==> config.mk <==
export PLATFORM = sky130hd
export DESIGN_NAME = txpp_top
export DESIGN_NICKNAME = d
export VERILOG_FILES = /design/src/rtl/txpp_pkg.sv /design/src/rtl/txpp_slot.sv /design/src/rtl/txpp_engine.sv /design/src/rtl/txpp_top.sv
export SDC_FILE = /design/constraint.sdc
export NUM_CORES = 2
export LEC_CHECK = 0
export BUFFER_PORTS_ARGS = -buffer_cell sky130_fd_sc_hd__buf_2
export CAP_MARGIN = 30
export CORE_MARGIN = 5
export CORE_UTILIZATION = 40
export CTS_CLUSTER_SIZE = 20
export DETAILED_ROUTE_END_ITERATION = 10
export HOLD_SLACK_MARGIN = 0.05
export MAX_ROUTING_LAYER = met4
export PLACE_DENSITY = 0.6
export SYNTH_ARGS = -nofsm -noshare
export SYNTH_HDL_FRONTEND = slang
export SYNTH_SLANG_ARGS = --single-unit
==> constraint.sdc <==
create_clock -name clk -period 5.3 [get_ports clk]
set_clock_uncertainty 0.15 [all_clocks]
set_input_delay 0.265 -clock clk [delete_from_list [all_inputs] [get_ports clk]]
set_output_delay 0.265 -clock clk [all_outputs]
set_load 0.02 [all_outputs]
==> src/rtl/txpp_pkg.sv <==
package txpp_pkg;
  localparam int unsigned ADDR_W   = 12;
  localparam int unsigned OFS_W    = 11;
  localparam logic [10:0] OFS_LEN  = 11'h7F4;
  localparam logic [10:0] OFS_STAT = 11'h7FC;
  localparam int unsigned ST_BUSY  = 0;
  localparam int unsigned ST_PROG  = 1;
  localparam int unsigned ST_IE    = 3;

  typedef enum logic [1:0] {
    ENG_IDLE = 2'd0,
    ENG_SEND = 2'd1,
    ENG_LOAD = 2'd2
  } eng_state_t;
endpackage

==> src/rtl/txpp_slot.sv <==
module txpp_slot
  import txpp_pkg::*;
#(
  parameter int unsigned BUF_WORDS = 64,
  localparam int unsigned WIDX_W   = $clog2(BUF_WORDS)
) (
  input  logic              clk,
  input  logic              rst_n,
  input  logic              sel_i,
  input  logic              wr_i,
  input  logic [OFS_W-1:0]  ofs_i,
  input  logic [31:0]       wdata_i,
  input  logic              done_i,
  input  logic [WIDX_W-1:0] rd_idx_i,
  output logic [31:0]       rd_word_o,
  output logic [31:0]       rdata_o,
  output logic              busy_o,
  output logic              prog_o,
  output logic              ie_o,
  output logic              launch_o,
  output logic [15:0]       len_o
);
  localparam logic [OFS_W-1:0] BUF_LIMIT = OFS_W'(BUF_WORDS * 4);

  logic [31:0] mem_q [BUF_WORDS];
  logic        busy_q, busy_d, prog_q, prog_d, ie_q, ie_d;
  logic [15:0] len_q, len_d;
  logic        stat_wr, len_wr, buf_wr;

  assign stat_wr  = sel_i && wr_i && (ofs_i == OFS_STAT);
  assign len_wr   = sel_i && wr_i && (ofs_i == OFS_LEN);
  assign buf_wr   = sel_i && wr_i && (ofs_i < BUF_LIMIT);
  assign launch_o = stat_wr && wdata_i[ST_BUSY] && !busy_q;

  always_comb begin
    busy_d = busy_q;
    prog_d = prog_q;
    ie_d   = ie_q;
    len_d  = len_q;
    if (done_i) begin
      busy_d = 1'b0;
      prog_d = 1'b0;
    end
    if (len_wr) len_d = wdata_i[15:0];
    if (stat_wr) begin
      ie_d = wdata_i[ST_IE];
      if (!wdata_i[ST_BUSY]) begin
        busy_d = 1'b0;
        prog_d = 1'b0;
      end else if (!busy_q) begin
        busy_d = 1'b1;
        prog_d = wdata_i[ST_PROG];
      end
    end
  end

  always_ff @(posedge clk or negedge rst_n) begin
    if (!rst_n) begin
      busy_q <= 1'b0;
      prog_q <= 1'b0;
      ie_q   <= 1'b0;
      len_q  <= '0;
    end else begin
      busy_q <= busy_d;
      prog_q <= prog_d;
      ie_q   <= ie_d;
      len_q  <= len_d;
    end
  end

  always_ff @(posedge clk) begin
    if (buf_wr) mem_q[ofs_i[WIDX_W+1:2]] <= wdata_i;
  end

  always_comb begin
    rdata_o = '0;
    if (sel_i && ofs_i == OFS_STAT) rdata_o = {28'd0, ie_q, 1'b0, prog_q, busy_q};
    else if (sel_i && ofs_i == OFS_LEN) rdata_o = {16'd0, len_q};
  end

  assign rd_word_o = mem_q[rd_idx_i];
  assign busy_o    = busy_q;
  assign prog_o    = prog_q;
  assign ie_o      = ie_q;
  assign len_o     = len_q;


  prog_needs_busy_chk: assert property (@(posedge clk) disable iff (!rst_n)
    prog_q |-> busy_q);

  busy_fall_cause_chk: assert property (@(posedge clk) disable iff (!rst_n)
    $fell(busy_q) |-> $past(done_i || stat_wr));
endmodule

==> src/rtl/txpp_engine.sv <==
module txpp_engine
  import txpp_pkg::*;
#(
  parameter int unsigned BUF_WORDS = 64,
  localparam int unsigned WIDX_W   = $clog2(BUF_WORDS)
) (
  input  logic              clk,
  input  logic              rst_n,
  input  logic [1:0]        busy_i,
  input  logic [1:0]        prog_i,
  input  logic [1:0]        ie_i,
  input  logic [1:0]        launch_i,
  input  logic [1:0][15:0]  len_i,
  input  logic [1:0][31:0]  word_i,
  input  logic              tx_ready_i,
  output logic [WIDX_W-1:0] rd_idx_o,
  output logic [1:0]        done_o,
  output logic [7:0]        tx_data_o,
  output logic              tx_valid_o,
  output logic              tx_last_o,
  output logic              irq_o,
  output logic [47:0]       mac_o
);
  localparam logic [15:0] CAP = 16'(BUF_WORDS * 4);

  eng_state_t  st_q, st_d;
  logic        cur_q, cur_d, older_q, older_d, irq_q, irq_d, pick;
  logic [15:0] idx_q, idx_d, cnt_q, cnt_d;
  logic [47:0] mac_q, mac_d;
  logic [31:0] word;

  assign word  = word_i[cur_q];
  assign pick  = (busy_i == 2'b11) ? older_q : busy_i[1];

  always_comb begin
    st_d    = st_q;
    cur_d   = cur_q;
    idx_d   = idx_q;
    cnt_d   = cnt_q;
    mac_d   = mac_q;
    older_d = older_q;
    irq_d   = 1'b0;
    done_o  = 2'b00;
    if (launch_i[0]) older_d = busy_i[1];
    if (launch_i[1]) older_d = !busy_i[0];
    case (st_q)
      ENG_IDLE: if (|busy_i) begin
        cur_d = pick;
        idx_d = '0;
        cnt_d = (len_i[pick] > CAP) ? CAP : len_i[pick];
        st_d  = prog_i[pick] ? ENG_LOAD : ENG_SEND;
      end
      ENG_SEND: begin
        if (!busy_i[cur_q]) st_d = ENG_IDLE;
        else if (idx_q == cnt_q) begin
          done_o[cur_q] = 1'b1;
          irq_d         = ie_i[cur_q];
          st_d          = ENG_IDLE;
        end else if (tx_ready_i) idx_d = idx_q + 16'd1;
      end
      ENG_LOAD: begin
        if (!busy_i[cur_q]) st_d = ENG_IDLE;
        else if (idx_q == 16'd0) begin
          mac_d[47:16] = word;
          idx_d        = 16'd4;
        end else begin
          mac_d[15:0]   = word[31:16];
          done_o[cur_q] = 1'b1;
          st_d          = ENG_IDLE;
        end
      end
      default: st_d = ENG_IDLE;
    endcase
  end

  always_ff @(posedge clk or negedge rst_n) begin
    if (!rst_n) begin
      st_q    <= ENG_IDLE;
      cur_q   <= 1'b0;
      older_q <= 1'b0;
      idx_q   <= '0;
      cnt_q   <= '0;
      mac_q   <= '0;
      irq_q   <= 1'b0;
    end else begin
      st_q    <= st_d;
      cur_q   <= cur_d;
      older_q <= older_d;
      idx_q   <= idx_d;
      cnt_q   <= cnt_d;
      mac_q   <= mac_d;
      irq_q   <= irq_d;
    end
  end

  always_comb begin
    case (idx_q[1:0])
      2'd0:    tx_data_o = word[31:24];
      2'd1:    tx_data_o = word[23:16];
      2'd2:    tx_data_o = word[15:8];
      default: tx_data_o = word[7:0];
    endcase
  end

  assign rd_idx_o   = idx_q[WIDX_W+1:2];
  assign tx_valid_o = (st_q == ENG_SEND) && busy_i[cur_q] && (idx_q != cnt_q);
  assign tx_last_o  = tx_valid_o && (idx_q == cnt_q - 16'd1);
  assign irq_o      = irq_q;
  assign mac_o      = mac_q;


  hold_on_stall_chk: assert property (@(posedge clk) disable iff (!rst_n)
    tx_valid_o && !tx_ready_i |=> !tx_valid_o || $stable(tx_data_o));

  idx_in_range_chk: assert property (@(posedge clk) disable iff (!rst_n)
    (st_q == ENG_SEND) |-> (idx_q <= cnt_q) && (cnt_q <= CAP));

  mac_only_load_chk: assert property (@(posedge clk) disable iff (!rst_n)
    (mac_q != $past(mac_q)) |-> ($past(st_q) == ENG_LOAD));

  irq_single_chk: assert property (@(posedge clk) disable iff (!rst_n)
    irq_q |=> !irq_q);

  one_done_chk: assert property (@(posedge clk) disable iff (!rst_n)
    $onehot0(done_o));
endmodule

==> src/rtl/txpp_top.sv <==
module txpp_top
  import txpp_pkg::*;
#(
  parameter int unsigned BUF_WORDS = 64,
  parameter bit          PONG_EN   = 1'b1,
  localparam int unsigned WIDX_W   = $clog2(BUF_WORDS)
) (
  input  logic        clk,
  input  logic        rst_n,
  input  logic [11:0] bus_addr,
  input  logic        bus_wr,
  input  logic [31:0] bus_wdata,
  output logic [31:0] bus_rdata,
  output logic [7:0]  tx_data,
  output logic        tx_valid,
  input  logic        tx_ready,
  output logic        tx_last,
  output logic        tx_irq,
  output logic [47:0] mac_addr
);
  logic [1:0]        rst_sync_q;
  logic              rst_ni;
  logic [1:0]        busy, prog, ie, launch, done;
  logic [1:0][15:0]  len;
  logic [1:0][31:0]  word, rdata;
  logic [WIDX_W-1:0] rd_idx;

  always_ff @(posedge clk or negedge rst_n) begin
    if (!rst_n) rst_sync_q <= 2'b00;
    else        rst_sync_q <= {rst_sync_q[0], 1'b1};
  end
  assign rst_ni = rst_sync_q[1];

  for (genvar g = 0; g < 2; g++) begin : g_slot
    if (g == 0 || PONG_EN) begin : g_on
      txpp_slot #(.BUF_WORDS(BUF_WORDS)) u_slot (
        .clk(clk), .rst_n(rst_ni),
        .sel_i(bus_addr[ADDR_W-1] == 1'(g)), .wr_i(bus_wr),
        .ofs_i(bus_addr[OFS_W-1:0]), .wdata_i(bus_wdata),
        .done_i(done[g]), .rd_idx_i(rd_idx),
        .rd_word_o(word[g]), .rdata_o(rdata[g]),
        .busy_o(busy[g]), .prog_o(prog[g]), .ie_o(ie[g]),
        .launch_o(launch[g]), .len_o(len[g])
      );
    end else begin : g_off
      assign word[g]   = '0;
      assign rdata[g]  = '0;
      assign busy[g]   = 1'b0;
      assign prog[g]   = 1'b0;
      assign ie[g]     = 1'b0;
      assign launch[g] = 1'b0;
      assign len[g]    = '0;
    end
  end

  assign bus_rdata = rdata[0] | rdata[1];

  txpp_engine #(.BUF_WORDS(BUF_WORDS)) u_engine (
    .clk(clk), .rst_n(rst_ni),
    .busy_i(busy), .prog_i(prog), .ie_i(ie), .launch_i(launch),
    .len_i(len), .word_i(word), .tx_ready_i(tx_ready),
    .rd_idx_o(rd_idx), .done_o(done),
    .tx_data_o(tx_data), .tx_valid_o(tx_valid), .tx_last_o(tx_last),
    .irq_o(tx_irq), .mac_o(mac_addr)
  );


  idle_no_valid_chk: assert property (@(posedge clk) disable iff (!rst_ni)
    (busy == 2'b00) |-> !tx_valid);
endmodule

==> results.sh <==
export IMPL_status="complete, but fails checks"
export IMPL_violations="setup timing"
export IMPL_cts_reportedPaths_clkPinSlew_ns=0.06
export IMPL_hold_depth=2
export IMPL_clockRootBuffer="clkbuf_16"
export IMPL_synth_cells=7713
export IMPL_start_util_pct=40.1
export IMPL_drv_slew=0
export IMPL_p_per_area_mw_per_mm2=523
export IMPL_arrival_ns=5.03
export IMPL_ys_seq_area_share_pct=76.7
export IMPL_synth_area_top_cells="edfxtp_1, mux4_2, mux2i_1, dfrtp_1, mux2_2"
export IMPL_min_delay_start="bus_wdata[15]"
export IMPL_p_sw_share_pct=33.9
export IMPL_drtPass1Iterations=8
export IMPL_r2r_cells=12
export IMPL_nets=8597
export IMPL_synth_seq_cells=4221
export IMPL_hp_class="in -> reg"
export IMPL_die_height_um=651
export IMPL_cts_tree="done"
export IMPL_maxCapViolCount=0
export IMPL_rr_startpoint="u_engine.idx_q[3]$_DFFE_PN0P_"
export IMPL_synth_flop_cell="edfxtp_1"
export IMPL_grt_total_usage_pct=25.4
export IMPL_peakVddDrop_v=0.000418
export IMPL_yosys_area_top_type="edfxtp_1"
export IMPL_drt_iter0_drc=13736
export IMPL_overflow=0
export IMPL_ctsLongestPathBuffers=4
export IMPL_synth_edff_count=4096
export IMPL_gp_congestion=1.02
export IMPL_path_class="reg -> out"
export IMPL_die_x_um=651
export IMPL_clkPwrFrac_pct=29.1
export IMPL_core_area_sq_mm=0.410
export IMPL_drive_gt1_share_pct=29.8
export IMPL_io_pins=139
export IMPL_ys_async_sr_fraction_pct=2.96
export IMPL_clk_latency_ns=1.01
export IMPL_fin_crit_sh_pct=103
export IMPL_rrSetupSlack_ns=0.84
export IMPL_num_fill_cells=33458
export IMPL_rsz0062_at_grt="true"
export IMPL_final_cell_mix="edfxtp_1, mux4_2, buf_4, mux2i_1, clkbuf_16"
export IMPL_wl_per_cell_um=37.2
export IMPL_path_buf_inv=3
export IMPL_utilization_pct=46.9
export IMPL_syn2layout_area_growth_pct=16.8
export IMPL_avgSynthCellArea_sq_um=21.3
export IMPL_cp_cell_sequence="nand2b_2, buf_4, nor2_1, nand2_1, a31oi_2, o311ai_0, a32oi_1, buf_4, buf_12"
export IMPL_critPathMostFrequentCell="buf_4"
export IMPL_setup_viol=6
export IMPL_syn_area_sq_mm=0.164
export IMPL_combPwrFrac_pct=34.1
export IMPL_reg2reg_to="u_engine.mac_o[33]$_DFFE_PN0P_"
export IMPL_num_rows=235
export IMPL_synth_top_area_share_pct=74.8
export IMPL_cts_sinks=4221
export IMPL_layout_commonest_cell="edfxtp_1"
export IMPL_end_kind="output pin"
export IMPL_switchingPower_mw=34.0
export IMPL_numCtsBuffers=418
export IMPL_die_area_sq_mm=0.424
export IMPL_regArea_sq_mm=0.126
export IMPL_numPortBuffers=122
export IMPL_start_kind="register"
export IMPL_report_final_hold_viol_count=0
export IMPL_maxSlewHeadroom_pct=27.0
export IMPL_synth_distinct_cells=89
export IMPL_whs_endpoint="g_slot[1].g_on.u_slot.mem_q[37][15]$_DFFE_PP_"
export IMPL_internal_power_mw=66.4
export IMPL_finalSetupTns_ns=-0.477
export IMPL_p_seq_share_pct=36.8
export IMPL_period_minus_slack_ns=5.45
export IMPL_vias=87801
export IMPL_grt_pass1_vias=85041
export IMPL_worst_slew_pin_slew_ns=1.09
export IMPL_critPathMaxFanout=18
export IMPL_fin_ws_ns=-0.147
export IMPL_crit_required_ns=4.89
export IMPL_avgViaCountPerCell=6.11
export IMPL_grt_pass1_wl_mm=725
export IMPL_antenna_found_initial=67
export IMPL_postRouteAntennaNets=0
export IMPL_critPathSlowestCell="nor2_1"
export IMPL_slowest_delay_ns=0.81
export IMPL_hold_ws_ns=0.0665
export IMPL_htreeDepth=5
export IMPL_yosysWarnings=0
export IMPL_max_clock_freq_mhz=184
export IMPL_grt_max_degree=88
export IMPL_p_leak_nw=60.7
export IMPL_critPathTopFamily="simple AND/OR/NAND/NOR gates"
export IMPL_multi_input_area_sq_mm=0.0369
export IMPL_route_detailed_drc=0
export IMPL_totalWireLength_mm=535
export IMPL_dp_hpwl_mm=328
Yosys cell counts, types with 17 or more instances:
| master | instances |
|---|---|
| a211oi_1 | 43 |
| a21oi_1 | 116 |
| a221oi_1 | 42 |
| a22o_1 | 23 |
| a22oi_1 | 162 |
| a31oi_1 | 32 |
| buf_1 | 26 |
| buf_2 | 115 |
| buf_4 | 73 |
| buf_6 | 54 |
| buf_8 | 33 |
| clkbuf_1 | 156 |
| dfrtp_1 | 125 |
| edfxtp_1 | 4096 |
| inv_1 | 24 |
| mux2_2 | 116 |
| mux2i_1 | 456 |
| mux4_2 | 875 |
| nand2_1 | 248 |
| nand3_1 | 72 |
| nand4_1 | 17 |
| nor2_1 | 223 |
| nor2b_1 | 29 |
| nor3_1 | 19 |
| nor4_1 | 20 |
| o211ai_1 | 17 |
| o21ai_0 | 108 |
| o221ai_1 | 31 |
| o22ai_1 | 66 |
| xor2_1 | 19 |
per-stage QoR:
| step | setup slack (ns) | power (mW) | instance area [sq um] | std cells |
|---|---|---|---|---|
| 5_1_grt | -0.0762 | 103 | 192000 | 14368 |
| 2_1_floorplan | 1.41 | 54.3 | 164000 | 7728 |
| 4_1_cts | -0.162 | 99.1 | 191000 | 14289 |
| 3_3_place_gp | -0.969 | 69.0 | 175000 | 13425 |
| 6_report | -0.147 | 100 | 192000 | 14380 |
| 3_5_place_dp | -0.0444 | 69.2 | 176000 | 13456 |
timing repair:
action	CTS	global route
gates cloned	3	6
setup buffers	12	27
pin swaps	4	17
hold buffers	52	1
hold endpoints to repair	2288	5
gates resized for setup	107	86
endpoints found under the setup margin	9	9
routing by layer:
layer  global-route usage, %  wire length (um)  share of wire (%)  up-vias
met5                       -                 0                  0        -
met4                    11.5             30400                5.7        0
met1                    33.2            199000                 37    47085
met2                    37.9            245000                 46     5556
met3                    6.04             60000                 11     1054
li1                        -                 -                  -    34106
how the worst max path moves through the flow:
stage                             startpoint                                endpoint  slack [ns]  cells after the start
6_report       u_engine.idx_q[6]$_DFFE_PN0P_                              tx_data[1]       -0.15                      9
5_1_grt        u_engine.idx_q[2]$_DFFE_PN0P_                              tx_data[6]       -0.08                     13
4_1_cts        u_engine.idx_q[2]$_DFFE_PN0P_                              tx_data[3]       -0.16                     13
3_5_place_dp   u_engine.idx_q[2]$_DFFE_PN0P_                              tx_data[2]       -0.04                     11
3_3_place_gp   u_engine.idx_q[2]$_DFFE_PN0P_                              tx_data[7]       -0.97                     11
2_1_floorplan        rst_sync_q[1]$_DFF_PN0_  g_slot[0].g_on.u_slot.busy_o$_DFF_PN0_        1.41                      0
power by group through the flow:
stage / clock network [mW] / logic, mW / registers [mW]
floorplan: 0 / 16.9 / 37.4
global placement: 0 / 31.2 / 37.8
detailed placement: 0 / 31.5 / 37.7
CTS: 29.5 / 32.6 / 36.9
global route: 30.9 / 34.8 / 36.9
finish: 29.2 / 34.2 / 36.9
cell families (layout without fill, tap and decap cells):
| kind of cell | count (synthesis) | count (layout) | share of synthesized area [%] |
|---|---|---|---|
| DFF | 4221 | 4221 | 76.7 |
| muxes | 1460 | 1460 | 15.8 |
| AOI/OAI and AO/OA | 768 | 768 | 3.27 |
| and+or+nand+nor | 733 | 733 | 2.07 |
| buffers and inverters | 496 | 1654 | 1.93 |
| xor gates and xnor gates | 24 | 24 | 0.128 |
| adders and majority gates | 9 | 9 | 0.0685 |
| other | 2 | 60 | 0.00457 |
layout make-up:
type	instances	share of cell area (%)
sequential	4221	65.7
multi-input combinational	3011	19.2
clock buffer	517	5.69
timing repair buffer	861	4.46
tap	5451	3.55
clock inverter	249	1.27
inverter	27	0.0567
antenna	43	0.0560
registers in the layout, indices dropped and copies added (netlist names):
signal / count
u_engine.st_q: 2
g_slot.g_on.u_slot.len_o: 32
u_engine.older_q: 1
u_engine.irq_o: 1
u_engine.cur_q: 1
g_slot.g_on.u_slot.prog_o: 2
g_slot.g_on.u_slot.ie_o: 2
g_slot.g_on.u_slot.busy_o: 2
u_engine.cnt_q: 16
rst_sync_q: 2
u_engine.mac_o: 48
u_engine.idx_q: 16
g_slot.g_on.u_slot.mem_q: 4096
Power figures use the tool's default switching activity.
